File: config.mk
export PLATFORM = sky130hd
export DESIGN_NAME = sock_evt_ctrl
export DESIGN_NICKNAME = d
export VERILOG_FILES = /design/src/rtl/sock_evt_pkg.sv /design/src/rtl/sock_sync.sv /design/src/rtl/sock_evt_latch.sv /design/src/rtl/sock_irq_route.sv /design/src/rtl/sock_evt_ctrl.sv
export SDC_FILE = /design/constraint.sdc
export NUM_CORES = 1
export LEC_CHECK = 0
export BUFFER_PORTS_ARGS = -buffer_cell sky130_fd_sc_hd__buf_2
export CAP_MARGIN = 20
export CORE_ASPECT_RATIO = 1.75
export CORE_MARGIN = 1
export CORE_UTILIZATION = 23
export DETAILED_ROUTE_END_ITERATION = 12
export REMOVE_ABC_BUFFERS = 1
export SKIP_LAST_GASP = 1
export SLEW_MARGIN = 20
export SYNTH_ARGS = -nofsm -noshare
export SYNTH_HDL_FRONTEND = slang
export SYNTH_HIERARCHICAL = 1
export SYNTH_SLANG_ARGS = --single-unit
File: constraint.sdc
create_clock -name clk_i -period 3.7 [get_ports clk_i]
set_clock_uncertainty 0.05 [all_clocks]
set_input_delay 0.37 -clock clk_i [delete_from_list [all_inputs] [get_ports clk_i]]
set_output_delay 0.37 -clock clk_i [all_outputs]
set_load 0.005 [all_outputs]
File: src/rtl/sock_evt_pkg.sv
package sock_evt_pkg;
  localparam int DATA_W   = 16;
  localparam int NUM_PINS = 13;
  localparam int NUM_EVT  = 6;
  localparam int NUM_LINES = 2;

  // card pin positions
  localparam int P_PWR  = 0;
  localparam int P_WAIT = 1;
  localparam int P_WP   = 2;
  localparam int P_RDY  = 3;
  localparam int P_BVD1 = 4;
  localparam int P_BVD2 = 5;
  localparam int P_CD1  = 6;
  localparam int P_CD2  = 7;
  localparam int P_IRQ  = 12;

  typedef enum logic [1:0] {
    SEL_CTRL = 2'd0,
    SEL_DIAG = 2'd1,
    SEL_STAT = 2'd2,
    SEL_NONE = 2'd3
  } reg_sel_e;

  localparam logic [DATA_W-1:0] CTRL_WMASK = 16'h1FD9;
  localparam logic [DATA_W-1:0] DIAG_WMASK = 16'h7F00;
endpackage

File: src/rtl/sock_sync.sv
module sock_sync #(
  parameter int WIDTH  = 13,
  parameter int STAGES = 2
) (
  input  logic             clk_i,
  input  logic             rst_i,
  input  logic [WIDTH-1:0] d_i,
  output logic [WIDTH-1:0] q_o
);
  logic [WIDTH-1:0] stg_q [STAGES];

  always_ff @(posedge clk_i) begin
    if (rst_i) begin
      for (int s = 0; s < STAGES; s++) stg_q[s] <= '0;
    end else begin
      stg_q[0] <= d_i;
      for (int s = 1; s < STAGES; s++) stg_q[s] <= stg_q[s-1];
    end
  end

  assign q_o = stg_q[STAGES-1];
endmodule

File: src/rtl/sock_evt_latch.sv
module sock_evt_latch #(
  parameter int N = 6
) (
  input  logic         clk_i,
  input  logic         rst_i,
  input  logic [N-1:0] set_i,
  input  logic [N-1:0] clr_i,
  output logic [N-1:0] evt_o
);
  logic [N-1:0] evt_q;

  always_ff @(posedge clk_i) begin
    if (rst_i) evt_q <= '0;
    else       evt_q <= (evt_q & ~clr_i) | set_i;
  end

  assign evt_o = evt_q;

  // a set always lands, even with a simultaneous clear
  a_r4_set_lands: assert property (@(posedge clk_i) disable iff (rst_i)
    (set_i != '0) |=> ((evt_q & $past(set_i)) == $past(set_i)));

  // a pending flag stays until cleared
  a_r4_sticky: assert property (@(posedge clk_i) disable iff (rst_i)
    (evt_q != '0) |=> ((~evt_q & $past(evt_q & ~clr_i)) == '0));

  // a clear with no concurrent set empties the flag
  a_r5_w1c: assert property (@(posedge clk_i) disable iff (rst_i)
    ((clr_i & ~set_i) != '0) |=> ((evt_q & $past(clr_i & ~set_i)) == '0));
endmodule

File: src/rtl/sock_irq_route.sv
module sock_irq_route #(
  parameter int LINES = 2,
  localparam int SEL_W = (LINES > 1) ? $clog2(LINES) : 1
) (
  input  logic             clk_i,
  input  logic             rst_i,
  input  logic             sc_act_i,
  input  logic [SEL_W-1:0] sc_sel_i,
  input  logic             io_act_i,
  input  logic [SEL_W-1:0] io_sel_i,
  output logic [LINES-1:0] irq_o
);
  logic [LINES-1:0] irq_q;
  logic [LINES-1:0] irq_d;

  always_comb begin
    for (int l = 0; l < LINES; l++) begin
      irq_d[l] = (sc_act_i && (sc_sel_i == SEL_W'(l))) ||
                 (io_act_i && (io_sel_i == SEL_W'(l)));
    end
  end

  always_ff @(posedge clk_i) begin
    if (rst_i) irq_q <= '0;
    else       irq_q <= irq_d;
  end

  assign irq_o = irq_q;

  // reset clears both lines
  a_r1_reset_quiet: assert property (@(posedge clk_i)
    rst_i |=> (irq_q == '0));

  // summary reaches the chosen line next cycle
  a_r7_sc_line: assert property (@(posedge clk_i) disable iff (rst_i)
    sc_act_i |=> irq_q[$past(sc_sel_i)]);

  // card interrupt reaches its chosen line next cycle
  a_r8_io_line: assert property (@(posedge clk_i) disable iff (rst_i)
    io_act_i |=> irq_q[$past(io_sel_i)]);

  // with no source active every line drops
  a_r7_idle_low: assert property (@(posedge clk_i) disable iff (rst_i)
    (!sc_act_i && !io_act_i) |=> (irq_q == '0));
endmodule

File: src/rtl/sock_evt_ctrl.sv
module sock_evt_ctrl
  import sock_evt_pkg::*;
#(
  parameter int SYNC_STAGES = 2
) (
  input  logic              clk_i,
  input  logic              rst_i,
  input  logic [1:0]        reg_sel_i,
  input  logic              reg_wr_i,
  input  logic [DATA_W-1:0] reg_wdata_i,
  output logic [DATA_W-1:0] reg_rdata_o,
  input  logic [NUM_PINS-1:0] card_pins_i,
  input  logic              tmo_pulse_i,
  output logic [NUM_LINES-1:0] host_irq_o
);
  logic [DATA_W-1:0]   ctrl_q, diag_q, rdata_q;
  logic [NUM_PINS-1:0] pins_s;
  logic [7:0]          eff, prev_q, chg, live;
  logic [NUM_EVT-1:0]  evt_set, evt_clr, evt_q;
  logic                diag_en, io_mode, sc_act, io_act;
  logic [DATA_W-1:0]   stat_w;
  reg_sel_e            sel;

  assign sel = reg_sel_e'(reg_sel_i);

  sock_sync #(.WIDTH(NUM_PINS), .STAGES(SYNC_STAGES)) u_sync (
    .clk_i(clk_i), .rst_i(rst_i), .d_i(card_pins_i), .q_o(pins_s));

  // register writes
  always_ff @(posedge clk_i) begin
    if (rst_i) begin
      ctrl_q <= '0;
      diag_q <= '0;
    end else if (reg_wr_i) begin
      if (sel == SEL_CTRL) ctrl_q <= reg_wdata_i & CTRL_WMASK;
      if (sel == SEL_DIAG) diag_q <= reg_wdata_i & DIAG_WMASK;
    end
  end

  assign diag_en = diag_q[8];
  assign io_mode = ctrl_q[0];

  // effective memory-view signals, diagnostic override
  always_comb begin
    eff         = pins_s[7:0];
    if (diag_en) begin
      eff[P_CD1]  = diag_q[14];
      eff[P_BVD2] = diag_q[13];
      eff[P_BVD1] = diag_q[12];
      eff[P_RDY]  = diag_q[11];
      eff[P_WP]   = diag_q[10];
      eff[P_WAIT] = diag_q[9];
    end
  end

  always_ff @(posedge clk_i) begin
    if (rst_i) prev_q <= '0;
    else       prev_q <= eff;
  end

  assign chg = eff ^ prev_q;

  // event order: 0 timeout, 1 wp, 2 ready, 3 bvd1, 4 bvd2, 5 card-detect
  assign evt_set = {chg[P_CD1] | chg[P_CD2], chg[P_BVD2], chg[P_BVD1],
                    chg[P_RDY], chg[P_WP], tmo_pulse_i};
  assign evt_clr = (reg_wr_i && sel == SEL_STAT) ? reg_wdata_i[13:8] : '0;

  sock_evt_latch #(.N(NUM_EVT)) u_latch (
    .clk_i(clk_i), .rst_i(rst_i), .set_i(evt_set), .clr_i(evt_clr),
    .evt_o(evt_q));

  assign sc_act = |(evt_q & ctrl_q[11:6]);
  assign io_act = io_mode & ctrl_q[4] & pins_s[P_IRQ];

  sock_irq_route #(.LINES(NUM_LINES)) u_route (
    .clk_i(clk_i), .rst_i(rst_i),
    .sc_act_i(sc_act), .sc_sel_i(ctrl_q[12]),
    .io_act_i(io_act), .io_sel_i(ctrl_q[3]),
    .irq_o(host_irq_o));

  assign live   = io_mode ? {eff[7:6], pins_s[11:8], eff[1:0]} : eff;
  assign stat_w = {io_mode & pins_s[P_IRQ], sc_act, evt_q, live};

  always_ff @(posedge clk_i) begin
    if (rst_i) rdata_q <= '0;
    else begin
      case (sel)
        SEL_CTRL: rdata_q <= ctrl_q;
        SEL_DIAG: rdata_q <= diag_q;
        SEL_STAT: rdata_q <= stat_w;
        default:  rdata_q <= '0;
      endcase
    end
  end

  assign reg_rdata_o = rdata_q;

  // memory-only mode never reports a card interrupt in bit15
  a_r3_mem_no_bit15: assert property (@(posedge clk_i) disable iff (rst_i)
    (sel == SEL_STAT && !ctrl_q[0]) |=> !reg_rdata_o[15]);

  // reserved control bits never read back set
  a_r10_ctrl_rsvd: assert property (@(posedge clk_i) disable iff (rst_i)
    (sel == SEL_CTRL) |=> ((reg_rdata_o & ~CTRL_WMASK) == '0));
endmodule

==> results of run 1 <==
[power groups by stage]
stage | clock [W] | combinational [W] | sequential [W]
6_report | 0.000763 | 0.000107 | 0.000837
5_1_grt | 0.000823 | 0.000118 | 0.000840
4_1_cts | 0.000784 | 0.000109 | 0.000837
3_5_place_dp | 0 | 0.000108 | 0.000854
3_3_place_gp | 0 | 0.000106 | 0.000853
2_1_floorplan | 0 | 0.0000578 | 0.000849
[through the flow]
stage	area, um^2	util (%)	total power, W
finish	3240	28.0	0.00171
global route	3240	27.9	0.00178
CTS	3240	27.9	0.00173
detailed placement	2970	25.7	0.000962
global placement	2970	25.7	0.000959
floorplan	2560	-	0.000907
[area by class of cell]
type | count | area (um^2) | share of cell area (%)
Antenna cell | 1 | 2.50 | 0.0773
Clock buffer | 11 | 243 | 7.50
Clock inverter | 4 | 20.0 | 0.618
Inverter | 7 | 26.3 | 0.811
Multi-Input combinational cell | 154 | 1070 | 33.0
Sequential cell | 73 | 1460 | 45.1
Tap cell | 135 | 169 | 5.22
Timing Repair Buffer | 49 | 248 | 7.65
[state kept, by name, summed over array words and instances (netlist names)]
| signal | cells |
|---|---|
| u_sync/stg_q | 26 |
| reg_rdata_o | 16 |
| ctrl_q | 10 |
| diag_q | 7 |
| prev_q | 6 |
| u_latch/evt_o | 6 |
| u_route/irq_o | 2 |
[per-layer routing]
metal	routed length, um	vias up	share of wire (%)	track usage [%]
li1	-	906	-	-
met1	2190	814	39	10.2
met5	0	-	0	0
met2	3080	37	54	17.3
met4	111	0	2.0	5.42
met3	276	8	4.9	2.88
[cell families (layout without fill, tap and decap cells)]
group                  count (synthesis)  count (layout)
AND/OR/NAND/NOR                       93              93
XOR/XNOR                               6               6
multiplexers                          30              30
buffers and inverters                 33              71
AO/OA/AOI/OAI                         25              25
other                                  0               1
flip-flops                            73              73
[cell usage after synthesis (all sizes together)]
| master | instances |
|---|---|
| nor2 | 33 |
| clkbuf | 4 |
| nor2b | 26 |
| nand2b | 8 |
| a2bb2oi | 5 |
| and2 | 7 |
| and2b | 2 |
| o21a | 3 |
| dfxtp | 73 |
| nand2 | 6 |
| nor3b | 2 |
| nand3 | 2 |
| nand3b | 1 |
| a22o | 1 |
| buf | 22 |
| a21oi | 7 |
| o21ai | 3 |
| xnor2 | 5 |
| inv | 7 |
| a22oi | 4 |
| mux2i | 30 |
| a32o | 2 |
| xor2 | 1 |
| and3 | 2 |
| and3b | 1 |
| nor3 | 3 |
[worst register-to-register path, stage by stage (launching register included)]
cell and delay [ps]:
dfxtp_1 620, mux2i_1 490, xnor2_1 170, inv_1 50
a21oi_1 110
[worst paths after layout]
path	start	end	slack, ps	cells past startpoint
max	reg_sel_i[1]	ctrl_q[4]$_SDFFE_PP0P_	1960	4
min	card_pins_i[7]	u_sync/stg_q[0][7]$_SDFF_PP0_	200	2
max reg2reg	diag_q[8]$_SDFFE_PP0P_	u_latch/evt_o[2]$_SDFF_PP0_	2140	4
min reg2reg	u_sync/stg_q[0][5]$_SDFF_PP0_	u_sync/stg_q[0][18]$_SDFF_PP0_	380	1
==> results by group, run 1 <==
Placed design
  • Placer Congestion: roughly 0.77
  • Place WS: approximately 1600 ps
  • DPL Wire Length: a little over 4 mm
  • Inst Count DP: 418
  • IO buf count: between 40 and 50

Layout
  • Most frequent cells in the layout: dfxtp_1 (73), buf_2 (48), nor2_1 (33)
  • Synth-to-Final Area Change: 18.2%
  • Fillers: between 1000 and 1500
  • Most common cell after layout, fill and taps aside: dfxtp_1
  • Non-filler cells, final: around 430
  • Share of cells above drive strength 1: between 20% and 30%
  • Final net count: 329

Synth
  • Largest family of logic cells by synthesized area: simple AND/OR/NAND/NOR gates
  • Share of the yosys chip area belonging to registers: between 50 and 60%
  • Number of library cell types mapped by synthesis: 32
  • Yosys top cell by area: dfxtp_1
  • Synth Area in Compound Gates: under 10%
  • Post-Synthesis Cell Area: 2740 um^2
  • Ranking of synthesized cells by area: dfxtp_1 (53%), mux2i_1 (11%), nor2b_1 (5.9%), buf_4 (4.9%), nor2_1 (4.5%)
  • Synth Area in Adders: 0%
  • Yosys warns: 6
  • Synth Area in Simple Gates: between 15 and 20%
  • Post-Syn Area per Cell: between 10 and 15 um^2
  • Mapped Cells: 260
  • Synth Area in XOR/XNOR: between 1.5 and 2%
  • Mux contribution to synthesized area: approximately 11%
  • Top-area cell type share of the netlist area: between 50% and 60%
  • #FFs+latches synth: 73

STA
  • Slew margin rel.: 25.1%
  • Hold Fails Final Rpt: 0
  • Final worst path period need: roughly 1700 ps
  • RSZ-0062 raised after global routing: no
  • WHS: around 200 ps
  • Final setup fails: 0
  • Setup slack after layout: between 1500 and 2000 ps
  • Worst-margin pin slew: roughly 1100 ps
  • Max frequency: 0.575 GHz
  • Max Transition Viols Final: 0
  • Fin crit share: a little under half
  • TNS Setup: 0 ps

Drt
  • Drt total wl: roughly 5.7 mm
  • DRT antenna net count: 0
  • WL per Instance: ~13 um
  • DRT iter0 DRCs: 44
  • Vias post-DR: around 1800
  • 1st-pass router iterations: 8
  • Vias/cell: 4.07
  • Number of remaining DRC errors: 18

Clocking
  • # hold bufs at CTS: 0
  • Root buffer cell: clkbuf_16
  • CTS tree: done
  • Total CTS buffers: 9
  • Clk sink count: between 70 and 80
  • Post-CTS Setup Inserts: 0
  • Clk slew on worst S/H paths: about 60 ps
  • Clk buf depth: 2
  • CTS HTree Levels: 3
  • Worst-skew pair later-pin latency: between 300 and 400 ps
  • Post_cts resized: 0

Floorplanning
  • Initial core utilization: 23.6%
  • I/O pin total: 53
  • Die area: between 10000 and 15000 um^2
  • Die Width: 84.5 um
  • DIE HEIGHT: around 150 um
  • Core Region: 11600 um^2
  • Std cell rows: 52

Worst setup path
  • CP Cell Sequence: buf_2 -> nor3b_2 -> mux2i_1 -> nor2_1
  • CP startpoint kind: input pin
  • Worst path bufs/invs: 1
  • Critical path's slowest cell: nor3b_2
  • Worst endpoint required time: about 3800 ps
  • Data arrival, critical path: 1880 ps
  • Setup crit end kind: flop
  • Crit Path Category: input pin to flop
  • CP top delay family: simple AND/OR/NAND/NOR gates
  • Largest stage delay on the critical path: roughly 940 ps
  • Crit path max fanout: 18

Global route
  • Vias in the first global route: 1698
  • GRT overflow: 0
  • Total track usage: 9.76%
  • First-pass GRT wire length: ~9.0 mm
  • Largest net degree at the start of global routing: 40
  • Initial antenna violation count: 0

Run
  • Max-Cap Viols: 0

Hold path
  • Type of the worst min-delay path: input pin to flop

Pwr
  • Static Leak: about 1.4 nW
  • Psw: 0.000373 W
  • Seq pwr share: between 40% and 50%
  • Clock group share of total power: between 40 and 50%
  • Power per Cell Area: ~530 nW/um^2
  • Int Pwr: 0.00133 W
  • Combinational share of power: 6.2%
  • Worst VDD drop: ~0.27 mV
  • Switch share: between 20% and 30%

Run status
  • Failing checks: DRC
  • Status: finished, violations left
Power figures use the tool's default switching activity.
==> run 2: changes to the inputs <==
Clock period 3.7 ns to 1.7 ns, I/O delays scaled along.
==> results by group, run 2 (synthesis results as in run 1) <==
Run status
  • Status: finished, violations left
  • Failing checks: DRC

Floorplanning
  • Core Region: between 10000 and 15000 um^2
  • Die area: ~12000 um^2
  • DIE HEIGHT: around 150 um
  • I/O pin total: between 50 and 60
  • Std cell rows: 52
  • Die Width: about 84 um
  • Initial core utilization: a little under a quarter

STA
  • Max frequency: ~0.66 GHz
  • Final setup fails: 0
  • Max Transition Viols Final: 0
  • Final worst path period need: about 1500 ps
  • TNS Setup: 0 ps
  • RSZ-0062 raised after global routing: no
  • Fin crit share: between 80% and 90%
  • Slew margin rel.: about 69%
  • Hold Fails Final Rpt: 0
  • Worst-margin pin slew: 465 ps

Global route
  • GRT overflow: 0
  • Total track usage: approximately a tenth
  • Largest net degree at the start of global routing: 19
  • Initial antenna violation count: 0
  • Vias in the first global route: around 1900
  • First-pass GRT wire length: 9.47 mm

Drt
  • Number of remaining DRC errors: 10
  • 1st-pass router iterations: 8
  • WL per Instance: about 13 um
  • Vias/cell: ~4.1
  • Vias post-DR: about 1900
  • DRT antenna net count: 0
  • Drt total wl: 5.92 mm
  • DRT iter0 DRCs: between 50 and 60

Run
  • Max-Cap Viols: 0

Layout
  • Most common cell after layout, fill and taps aside: dfxtp_1
  • Share of cells above drive strength 1: 26.0%
  • Non-filler cells, final: 450
  • Final net count: around 350
  • Register area: about 1500 um^2
  • Number of flip-flops under the largest register name: 26
  • Fillers: about 1200
  • N_diodes: 0
  • Multi-input gate area: 1070 um^2
  • Synth-to-Final Area Change: 25.6%
  • Most flops, register: u_sync/stg_q
  • Most frequent cells in the layout: dfxtp_1 (73), buf_2 (48), nor2_1 (33)

Clocking
  • Total CTS buffers: 9
  • Post-CTS Setup Inserts: 0
  • Post_cts resized: 0
  • Clk sink count: 73
  • Root buffer cell: clkbuf_16
  • CTS tree: done
  • CTS HTree Levels: 3
  • # hold bufs at CTS: 7
  • Worst-skew pair later-pin latency: 330 ps
  • Clk buf depth: 2
  • Clk slew on worst S/H paths: around 60 ps

Worst setup path
  • Setup slack, reg-to-reg: about 190 ps
  • RR Endpoint: u_latch/evt_o[2]$_SDFF_PP0_
  • Worst endpoint required time: approximately 1900 ps
  • Launch point of the worst path: diag_q[8]$_SDFFE_PP0P_
  • FF-to-FF path depth: 4
  • CP startpoint kind: flop
  • RR Startpoint: diag_q[8]$_SDFFE_PP0P_
  • Crit path max fanout: 7
  • Setup crit end kind: flop
  • Crit Path Category: flop to flop
  • Data arrival, critical path: 1720 ps

Hold path
  • Worst Hold Endpoint: u_sync/stg_q[0][5]$_SDFF_PP0_
  • Hold Path Stages: 2
  • Hold Path Origin: card_pins_i[5]
  • Type of the worst min-delay path: input pin to flop

Placed design
  • IO buf count: 48
  • Inst Count DP: between 400 and 500
  • Placer Congestion: 0.814
  • DPL Wire Length: around 4.4 mm

Pwr
  • Switch share: 20.7%
  • Power per Cell Area: 1200 nW/um^2
  • Worst VDD drop: about 0.61 mV
  • Seq pwr share: 44.1%
  • Psw: ~0.00086 W
  • Combinational share of power: under 10%
  • Static Leak: roughly 1.5 nW
  • Int Pwr: 0.00327 W
  • Clock group share of total power: about half
-- run 2: routing by layer --
metal	GRT usage (%)	wire length (um)	up-vias
li1	-	-	938
met1	9.69	2290	865
met2	18.6	3160	45
met3	2.71	242	15
met4	7.29	234	0
met5	0	0	-
-- run 2: worst max path at each step --
stage / to / slack [ps] / cells past startpoint
after floorplan: ctrl_q[0]$_SDFFE_PP0P_ / 420 / 3
after global placement: u_latch/evt_o[2]$_SDFF_PP0_ / 210 / 4
after detailed placement: u_latch/evt_o[2]$_SDFF_PP0_ / 190 / 4
after CTS: u_latch/evt_o[2]$_SDFF_PP0_ / 160 / 4
after global routing: u_latch/evt_o[2]$_SDFF_PP0_ / 60 / 4
final: u_latch/evt_o[2]$_SDFF_PP0_ / 190 / 4
-- run 2: final cells by class --
| class | instances | area share [%] |
|---|---|---|
| Sequential cell | 73 | 42.5 |
| Clock inverter | 5 | 2.25 |
| Clock buffer | 11 | 7.35 |
| Timing Repair Buffer | 65 | 11.2 |
| Tap cell | 135 | 4.91 |
| Multi-Input combinational cell | 154 | 31.1 |
| Inverter | 7 | 0.764 |
-- run 2: critical path: stages, from the launching register on --
cell,delay (ps)
dfxtp_1,580
mux2i_1,450
xnor2_1,170
inv_1,60
a21oi_1,120
-- run 2: through the flow --
| step | utilization [%] | hold WS (ps) | total power [W] | worst slack [ps] | cell area [um^2] |
|---|---|---|---|---|---|
| 2_1_floorplan | - | 182 | 0.00197 | 424 | 2560 |
| 3_3_place_gp | 26.3 | 326 | 0.00210 | 209 | 3040 |
| 3_5_place_dp | 26.3 | 327 | 0.00211 | 191 | 3040 |
| 4_1_cts | 29.7 | 0.649 | 0.00417 | 159 | 3440 |
| 5_1_grt | 29.7 | 5.93 | 0.00428 | 57.4 | 3440 |
| 6_report | 29.7 | 2.73 | 0.00413 | 190 | 3440 |
-- run 2: power by group through the flow --
stage                     sequential, W  clock (W)  combinational (W)
final                           0.00182    0.00205           0.000260
after global routing            0.00183    0.00217           0.000288
after CTS                       0.00182    0.00208           0.000264
after detailed placement        0.00186          0           0.000251
after global placement          0.00186          0           0.000245
after floorplan                 0.00185          0           0.000126
==> run 3: changes to the inputs <==
Settings changed: PLACE_DENSITY_LB_ADDON set to 0.08.
==> results by group, run 3 (synthesis results as in run 1) <==
Run status
  • Status: finished, violations left
  • Failing checks: DRC

Clocking
  • Clk slew on worst S/H paths: ~50 ps
  • Clk sink count: between 70 and 80
  • Post-CTS Setup Inserts: 0
  • CTS HTree Levels: 3
  • Worst-skew pair later-pin latency: between 300 and 400 ps
  • Root buffer cell: clkbuf_16
  • CTS tree: done
  • Total CTS buffers: 9
  • Clk buf depth: 2

STA
  • Hold Fails Final Rpt: 0
  • Final worst path period need: between 1000 and 1500 ps
  • Slew margin rel.: a little over two thirds
  • Max frequency: 0.750 GHz
  • Worst-margin pin slew: 457 ps
  • Fin crit share: between 70% and 80%
  • Max Transition Viols Final: 0
  • Final setup fails: 0
  • RSZ-0062 raised after global routing: no
  • TNS Setup: 0 ps

Worst setup path
  • Crit path max fanout: 8
  • CP Cell Sequence: buf_12 -> mux2i_1 -> xnor2_1 -> inv_1 -> a21oi_1
  • Largest stage delay on the critical path: 360 ps
  • Data arrival, critical path: between 1500 and 2000 ps
  • CP startpoint kind: flop
  • Crit Path Category: flop to flop
  • Setup crit end kind: flop
  • Worst endpoint required time: approximately 1900 ps
  • Critical path's slowest cell: mux2i_1

Drt
  • Vias post-DR: ~1800
  • Vias/cell: between 4 and 5
  • Number of remaining DRC errors: 9
  • DRT antenna net count: 0
  • DRT iter0 DRCs: 70
  • 1st-pass router iterations: 10
  • WL per Instance: 13.6 um
  • Drt total wl: 6.17 mm

Pwr
  • Power per Cell Area: 1140 nW/um^2
  • Worst VDD drop: roughly 0.43 mV
  • Static Leak: 1.48 nW
  • Power consumption: roughly 0.004 W

Layout
  • Fillers: 1235
  • Share of cells above drive strength 1: between 20% and 30%
  • N_diodes: 0
  • Most common cell after layout, fill and taps aside: dfxtp_1
  • Most flops, register: u_sync/stg_q
  • Fin util: 29.9%
  • Synth-to-Final Area Change: 26.5%
  • Number of flip-flops under the largest register name: 26
  • Most frequent cells in the layout: dfxtp_1 (73), buf_2 (48), nor2_1 (33)
  • Final net count: between 300 and 400

Floorplanning
  • Core Region: 11600 um^2
  • Std cell rows: 52
  • Die Width: between 80 and 90 um
  • I/O pin total: 53
  • Initial core utilization: between 20% and 30%
  • Die area: between 10000 and 15000 um^2
  • DIE HEIGHT: between 100 and 150 um

Global route
  • Largest net degree at the start of global routing: 25
  • Initial antenna violation count: 0
  • Vias in the first global route: roughly 1800
  • Total track usage: ~11%
  • GRT overflow: 0
  • First-pass GRT wire length: around 10 mm

Placed design
  • DPL Wire Length: 4.50 mm
  • Placer Congestion: just under 0.7
  • IO buf count: 48

Run
  • Max-Cap Viols: 0

Hold path
  • Type of the worst min-delay path: input pin to flop
[run 3: cell count changes in the layout (fill, tap and decap cells not counted), sizes merged]
cell / change
clkinvlp: -1
bufinv: -1
dlygate4sd3: +5
clkbuf: +2
[run 3: power by group]
group	total, W	leakage [nW]	internal [W]	switching (W)
combinational	0.000273	0.740	0.000147	0.000126
clock	0.00186	0.144	0.00117	0.000691
sequential	0.00182	0.597	0.00178	0.0000407
[run 3: routing by layer]
metal  up-vias  track usage (%)  routed length [um]  part of all wire [%]
met1       829             12.0                2620                    42
met2        42             18.5                3160                    51
met4         0             5.59                 139                   2.3
met3        11             3.17                 249                   4.0
li1        946                -                   -                     -
met5         -                0                   0                     0
[run 3: worst paths after layout]
kind,from,endpoint,slack (ps),cells past startpoint
setup / recovery,diag_q[8]$_SDFFE_PP0P_,u_latch/evt_o[2]$_SDFF_PP0_,370,5
hold / removal,card_pins_i[9],u_sync/stg_q[0][9]$_SDFF_PP0_,4,2
setup reg to reg,diag_q[8]$_SDFFE_PP0P_,u_latch/evt_o[2]$_SDFF_PP0_,370,5
hold reg to reg,u_sync/stg_q[0][3]$_SDFF_PP0_,u_sync/stg_q[0][16]$_SDFF_PP0_,380,1
[run 3: critical path: cells and delay by family, from the launching register on]
family | cells | cell delay [ps]
muxes | 1 | 360
buffers and inverters | 2 | 220
AOI/OAI and AO/OA | 1 | 110
xor gates and xnor gates | 1 | 170
DFF | 1 | 350
[run 3: area by class of cell]
| cell class | count | area [um^2] | share of cell area (%) |
|---|---|---|---|
| clock buffers | 13 | 250 | 7.23 |
| clock inverters | 3 | 40.0 | 1.16 |
| inverters | 7 | 26.3 | 0.759 |
| multi-input cells | 154 | 1070 | 30.9 |
| flip-flops and latches | 73 | 1460 | 42.2 |
| well taps | 135 | 169 | 4.88 |
| repair buffers | 70 | 448 | 12.9 |
[run 3: metrics by stage]
stage | cells | hold WS [ps] | setup slack (ps) | cell area, um^2
5_1_grt | 455 | 11.8 | 270 | 3460
2_1_floorplan | 234 | 182 | 424 | 2560
6_report | 455 | 4.21 | 366 | 3460
3_3_place_gp | 427 | 328 | 341 | 3050
3_5_place_dp | 427 | 330 | 332 | 3050
4_1_cts | 455 | 0.240 | 320 | 3460
[run 3: what timing repair did]
action / 4_1_cts / 5_1_grt
hold buffers: 12 / 0
endpoints found under the hold margin: 12 / 0
gates resized for setup: 0 / 0
